**src/rtl/rv_alu_pkg.sv**
```systemverilog
package rv_alu_pkg;
  localparam int unsigned XLEN = 32;
  localparam int unsigned SHW  = $clog2(XLEN);

  typedef enum logic [3:0] {
    OP_ADD  = 4'd0,
    OP_SUB  = 4'd1,
    OP_AND  = 4'd2,
    OP_OR   = 4'd3,
    OP_XOR  = 4'd4,
    OP_SLT  = 4'd5,
    OP_SLTU = 4'd6,
    OP_EQ   = 4'd7,
    OP_SLL  = 4'd8,
    OP_SRL  = 4'd9,
    OP_SRA  = 4'd10
  } alu_op_e;

  typedef enum logic [1:0] {
    SH_LEFT  = 2'd0,
    SH_RLOG  = 2'd1,
    SH_RARI  = 2'd2
  } shift_kind_e;
endpackage

```
**src/rtl/rv_alu_comb.sv**
```systemverilog
module rv_alu_comb
  import rv_alu_pkg::*;
#(
  parameter int unsigned W = XLEN
) (
  input  logic         clk,
  input  logic         rst_n,
  input  alu_op_e      op,
  input  logic [W-1:0] a,
  input  logic [W-1:0] b,
  output logic [W-1:0] res
);
  localparam logic [W-1:0] MSB_ONLY = {1'b1, {(W-1){1'b0}}};

  logic         signed_cmp;
  logic [W-1:0] flip;
  logic [W:0]   diff;
  logic         less;
  logic [W-1:0] xr;
  logic         same;
  logic [W-1:0] sum;

  assign signed_cmp = (op == OP_SLT);
  assign flip       = signed_cmp ? MSB_ONLY : '0;
  // One widened subtractor serves sub, slt and sltu; the msb flip cancels in the low bits.
  assign diff = {1'b0, a ^ flip} - {1'b0, b ^ flip};
  assign less = diff[W];
  assign xr   = a ^ b;
  assign same = ~|xr;
  assign sum  = a + b;

  always_comb begin
    res = '0;
    case (op)
      OP_ADD:  res = sum;
      OP_SUB:  res = diff[W-1:0];
      OP_AND:  res = a & b;
      OP_OR:   res = a | b;
      OP_XOR:  res = xr;
      OP_SLT,
      OP_SLTU: res = {{(W-1){1'b0}}, less};
      OP_EQ:   res = {{(W-1){1'b0}}, same};
      default: res = '0;
    endcase
  end

  AST_SUB_INVERSE: assert property (@(posedge clk) disable iff (!rst_n)
    (op == OP_SUB) |-> (res + b == a));
  AST_CMP_ZEXT: assert property (@(posedge clk) disable iff (!rst_n)
    (op == OP_SLT || op == OP_SLTU || op == OP_EQ) |-> (res[W-1:1] == '0));
  AST_EQ_MATCH: assert property (@(posedge clk) disable iff (!rst_n)
    (op == OP_EQ) |-> (res[0] == (a == b)));
  AST_SLTU_ORDER: assert property (@(posedge clk) disable iff (!rst_n)
    (op == OP_SLTU) |-> (res[0] == (a < b)));
endmodule

```
**src/rtl/rv_alu_shifter.sv**
```systemverilog
module rv_alu_shifter
  import rv_alu_pkg::*;
#(
  parameter int unsigned W  = XLEN,
  parameter int unsigned CW = $clog2(W)
) (
  input  logic          clk,
  input  logic          rst_n,
  input  logic          load,
  input  shift_kind_e   kind,
  input  logic [W-1:0]  din,
  input  logic [CW-1:0] amt,
  output logic          busy,
  output logic          done,
  output logic [W-1:0]  dout
);
  logic [W-1:0]  data_q;
  logic [CW-1:0] cnt_q;
  shift_kind_e   kind_q;
  logic          busy_q;
  logic [W-1:0]  step;

  always_comb begin
    case (kind_q)
      SH_LEFT: step = {data_q[W-2:0], 1'b0};
      SH_RARI: step = {data_q[W-1], data_q[W-1:1]};
      default: step = {1'b0, data_q[W-1:1]};
    endcase
  end

  always_ff @(posedge clk) begin
    if (!rst_n) begin
      busy_q <= 1'b0;
      cnt_q  <= '0;
      data_q <= '0;
      kind_q <= SH_LEFT;
    end else if (busy_q) begin
      if (cnt_q == '0) begin
        busy_q <= 1'b0;
      end else begin
        cnt_q  <= cnt_q - 1'b1;
        data_q <= step;
      end
    end else if (load) begin
      busy_q <= 1'b1;
      cnt_q  <= amt;
      data_q <= din;
      kind_q <= kind;
    end
  end

  assign busy = busy_q;
  assign done = busy_q && (cnt_q == '0);
  assign dout = data_q;

  AST_DONE_RELEASES: assert property (@(posedge clk) disable iff (!rst_n)
    done |=> !busy);
  AST_COUNT_STEPS: assert property (@(posedge clk) disable iff (!rst_n)
    (busy_q && cnt_q != '0) |=> (busy_q && cnt_q == $past(cnt_q) - 1'b1));
  AST_KIND_HELD: assert property (@(posedge clk) disable iff (!rst_n)
    (busy_q && !done) |=> $stable(kind_q));
  AST_SIGN_KEPT: assert property (@(posedge clk) disable iff (!rst_n)
    (busy_q && kind_q == SH_RARI && cnt_q != '0) |=> (data_q[W-1] == $past(data_q[W-1])));
endmodule

```
**src/rtl/rv_alu.sv**
```systemverilog
module rv_alu
  import rv_alu_pkg::*;
#(
  parameter int unsigned W = XLEN
) (
  input  logic         clk,
  input  logic         rst_n,
  input  logic         start,
  input  logic [3:0]   op,
  input  logic [W-1:0] opa,
  input  logic [W-1:0] opb,
  output logic [W-1:0] result,
  output logic         ack
);
  localparam int unsigned CW = $clog2(W);

  alu_op_e      op_e;
  logic         is_shift;
  logic         sh_busy;
  logic         sh_done;
  logic [W-1:0] sh_out;
  logic [W-1:0] comb_res;
  logic         sh_load;
  logic         quick_ack;
  shift_kind_e  kind;

  assign op_e     = alu_op_e'(op);
  assign is_shift = (op_e == OP_SLL) || (op_e == OP_SRL) || (op_e == OP_SRA);
  assign sh_load  = start && !sh_busy && is_shift;
  assign quick_ack = start && !sh_busy && !is_shift;

  always_comb begin
    case (op_e)
      OP_SRL:  kind = SH_RLOG;
      OP_SRA:  kind = SH_RARI;
      default: kind = SH_LEFT;
    endcase
  end

  rv_alu_comb #(.W(W)) u_comb (
    .clk   (clk),
    .rst_n (rst_n),
    .op    (op_e),
    .a     (opa),
    .b     (opb),
    .res   (comb_res)
  );

  rv_alu_shifter #(.W(W), .CW(CW)) u_shift (
    .clk   (clk),
    .rst_n (rst_n),
    .load  (sh_load),
    .kind  (kind),
    .din   (opa),
    .amt   (opb[CW-1:0]),
    .busy  (sh_busy),
    .done  (sh_done),
    .dout  (sh_out)
  );

  assign ack    = sh_done || quick_ack;
  assign result = sh_busy ? sh_out : comb_res;

  AST_QUICK_ACK: assert property (@(posedge clk) disable iff (!rst_n)
    (start && !sh_busy && !is_shift) |-> ack);
  AST_NO_EARLY_ACK: assert property (@(posedge clk) disable iff (!rst_n)
    (sh_busy && !sh_done) |-> !ack);
  AST_SHIFT_START_QUIET: assert property (@(posedge clk) disable iff (!rst_n)
    (start && !sh_busy && is_shift) |-> !ack);
  AST_RESET_IDLE: assert property (@(posedge clk)
    $rose(rst_n) |-> (!sh_busy && !ack));
endmodule

```
**config.mk**
```make
export PLATFORM = sky130hd
export DESIGN_NAME = rv_alu
export DESIGN_NICKNAME = d
export VERILOG_FILES = /design/src/rtl/rv_alu_pkg.sv /design/src/rtl/rv_alu_comb.sv /design/src/rtl/rv_alu_shifter.sv /design/src/rtl/rv_alu.sv
export SDC_FILE = /design/constraint.sdc
export NUM_CORES = 1
export LEC_CHECK = 0
export CORE_ASPECT_RATIO = 0.5
export CORE_MARGIN = 2
export CORE_UTILIZATION = 60
export CTS_CLUSTER_DIAMETER = 40
export DETAILED_ROUTE_END_ITERATION = 10
export DONT_BUFFER_PORTS = 1
export HOLD_SLACK_MARGIN = 0.03
export PLACE_DENSITY = 0.75
export SETUP_SLACK_MARGIN = 0.02
export SLEW_MARGIN = 20
export SYNTH_ARGS = -nofsm -noshare
export SYNTH_HDL_FRONTEND = slang
export SYNTH_SLANG_ARGS = --single-unit
export TNS_END_PERCENT = 100
```
**constraint.sdc**
```tcl
create_clock -name clk -period 5.2 [get_ports clk]
set_input_delay 0.52 -clock clk [delete_from_list [all_inputs] [get_ports clk]]
set_output_delay 0.52 -clock clk [all_outputs]
set_load 0.01 [all_outputs]
```
==> flow_summary.ini <==
[outcome]
status = complete, no violations

[yosys]
syn_inst = 1180
synth_top_cell_by_area = ha_1
synth_top_area_share_pct = 17.2
synth_area_leaders = ha_1 17%, dfxtp_1 10%, nor2_1 7.6%
synth_compound_area_share_pct = 38.9
synth_fa_ha_area_share_pct = 17.7
ys_seq_area_share_pct = 10.3
async_flop_share_pct = 0
yosys_warnings = 0
synth-seq-cells = 40
synth-xor-area-share_pct = 0.674
ys.flop_type = dfxtp_1
synth_fp_nets = 1360
syn_avg_cell_area_um2 = 6.61
synthMuxAreaShare_pct = 1.20
synth_cell_types = 80
netlist_area_mm2 = 0.00780
synth-simple-area-share_pct = 21.2
synth_edf_count = 0
synth_top_family_by_area = compound AO/OA/AOI/OAI gates

[worst_setup_path]
path_common_cell = a22o_1
crit_buf_inv = 1
crit_fanout = 12
crit_family = compound AO/OA/AOI/OAI gates
critical_path.max_stage_delay_ns = 0.57
crit_path_top_delay_cell = o41ai_2
crit_arrival_ns = 3.85
critical_path_class = in -> out
cp-end-kind = primary output
cp.required_ns = 4.68
crit_path_start_kind = input pin
path_cells = inv_1 > ha_1 > nand2_1 > or4_1 > o311a_1 > o41ai_2 > o21ai_0 > mux2_1 > a22o_1 > a22o_1

[power]
ir_worst_vdd_uv = 92.7
leakage_nw = 3.36
power.density_mw_per_mm2 = 169

[drt]
dr.pass1.iters = 7
dr_total_vias = 8994
drc_errors = 0
drt-initial-drc-count = 957
routedWlPerCell_um = 21.7
postRouteAntennaNets = 0
vias_per_cell = 6.98
wl_mm = 27.9

[cts]
cts.hold.buffers_added = 0
numCtsBuffers = 5
cts_buffer_depth = 2
postCtsResizedCells = 0
clkTransAtPathRegs_ns = 0.07
cts_tree = built
clockRootBuffer = clkbuf_16
h-tree-depth = 2
cts_setup_buffers = 0
insertion_delay_ns = 0.30
cts.sinks = 40

[final_layout]
num-nets-final = 1298
finalNonFillerCells = 1289
drive_gt1_share_pct = 4.83
syn_to_final_growth_pct = 2.68
fin_util_pct = 63.3
layout_commonest_cell = nor2_1
layout_common_cells = 157 x nor2_1, 114 x inv_1, 113 x a21oi_1
antenna_cells = 0

[timing]
max_slew_margin_pct = 28.9
slew_violations = 0
finalWorstPathRequiredPeriod_ns = 4.37
worstMarginPinSlew_ns = 1.07
rsz0062_at_grt = no
fin_tns_setup_ns = 0
finalCritPeriodShare_pct = 84.1
finClkSkew_ns = 0.00824
max_freq_ghz = 0.229
fin_ws_ns = 0.828
hold_violations = 0
setup_viol = 0

[floorplan]
die_area_mm2 = 0.0140
initial_core_util_pct = 61.6
coreArea_mm2 = 0.0127
placementRows = 29
boundaryPins = 104
die_h_um = 84.6
die_w_um = 165

[global_routing]
grtUsageTotal_pct = 39.1
antenna_found_initial = 0
grt_pass1_vias = 8118
grt_pass1_wl_mm = 43.3
grt_start_max_net_pins = 76
grt_overflow = 0

[placement]
pre_cts_slack_ns = 0.952
routabilityCongestion = 0.991
io_buffers = 0
dp_hpwl_mm = 20.1
placed_cells = 1281

[hold_path]
min_path_type = in -> reg

[job]
maxCapViolCount = 0
-- state kept, by name, indices dropped and copies added, names as in the netlist --
register        cells
u_shift.kind_q      2
u_shift.dout       32
u_shift.cnt_q       5
u_shift.busy        1
-- per-layer routing --
| metal | global-route usage, % | share of wire, % |
|---|---|---|
| met4 | 12.1 | 2.3 |
| met1 | 55.3 | 44 |
| met2 | 58.5 | 42 |
| met5 | 0 | 0 |
| met3 | 9.09 | 12 |
-- final timing paths --
check                   startpoint           endpoint  slack [ns]  depth (start not counted)
hold / removal               rst_n  u_shift.kind_q[0]        0.35                          1
setup reg to reg      u_shift.busy    u_shift.dout[1]        2.20                          7
hold reg to reg   u_shift.cnt_q[2]   u_shift.cnt_q[2]        0.53                          2
setup / recovery           opb[11]         result[24]        0.83                         10
-- per-stage QoR --
stage          area (µm²)  total power [mW]  hold WS (ns)
2_1_floorplan        7800             0.833         0.467
3_3_place_gp         7850             0.977         0.483
3_5_place_dp         7850             0.983         0.511
4_1_cts              8010              1.33         0.346
5_1_grt              8010              1.43         0.349
6_report             8010              1.35         0.351
-- where the power goes --
part | total [mW] | switching, mW | internal, mW | leakage, nW
clock network | 0.348 | 0.143 | 0.205 | 0.0772
logic | 0.667 | 0.432 | 0.235 | 2.95
registers | 0.339 | 0.0199 | 0.319 | 0.325
total | 1.35 | 0.595 | 0.759 | 3.36
-- kinds of logic (layout without fill, tap and decap cells) --
group / after synthesis / in the layout
xor gates and xnor gates: 6 / 6
muxes: 9 / 9
and+or+nand+nor: 363 / 363
adders and majority gates: 109 / 109
DFF: 40 / 40
AOI/OAI and AO/OA: 449 / 449
buffers and inverters: 204 / 143
-- worst reg2reg max path: stages, from the launching register on --
cell and delay, ns:
dfxtp_4 0.86, nor2b_1 0.10, nand3_1 0.24, a21boi_4 0.76
buf_4 0.54, a311oi_1 0.12, a21oi_1 0.17, nor2_1 0.06
-- final cells by class --
type | count | area, µm²
fillers | 1224 | 4650
flip-flops and latches | 40 | 805
repair buffers | 18 | 135
multi-input cells | 936 | 6260
well taps | 170 | 213
clock buffers | 8 | 156
inverters | 117 | 439
-- cells in the mapped netlist (8+ instances only) --
library cell	instances
clkbuf_1	78
o21bai_1	10
nor3_1	24
nor2b_1	10
a311oi_1	31
nand2b_1	13
a221oi_1	11
inv_1	114
o21a_1	8
a2111oi_0	10
a21oi_1	113
o21ai_0	93
a211oi_1	15
nor2_1	158
nor4_1	11
o31ai_1	8
dfxtp_1	40
a22oi_1	9
ha_1	107
a21o_1	13
nand2_1	88
o211ai_1	13
a31oi_1	17
o22ai_1	10
nand3_1	16
Note: power is estimated with default switching activity, not from simulation.
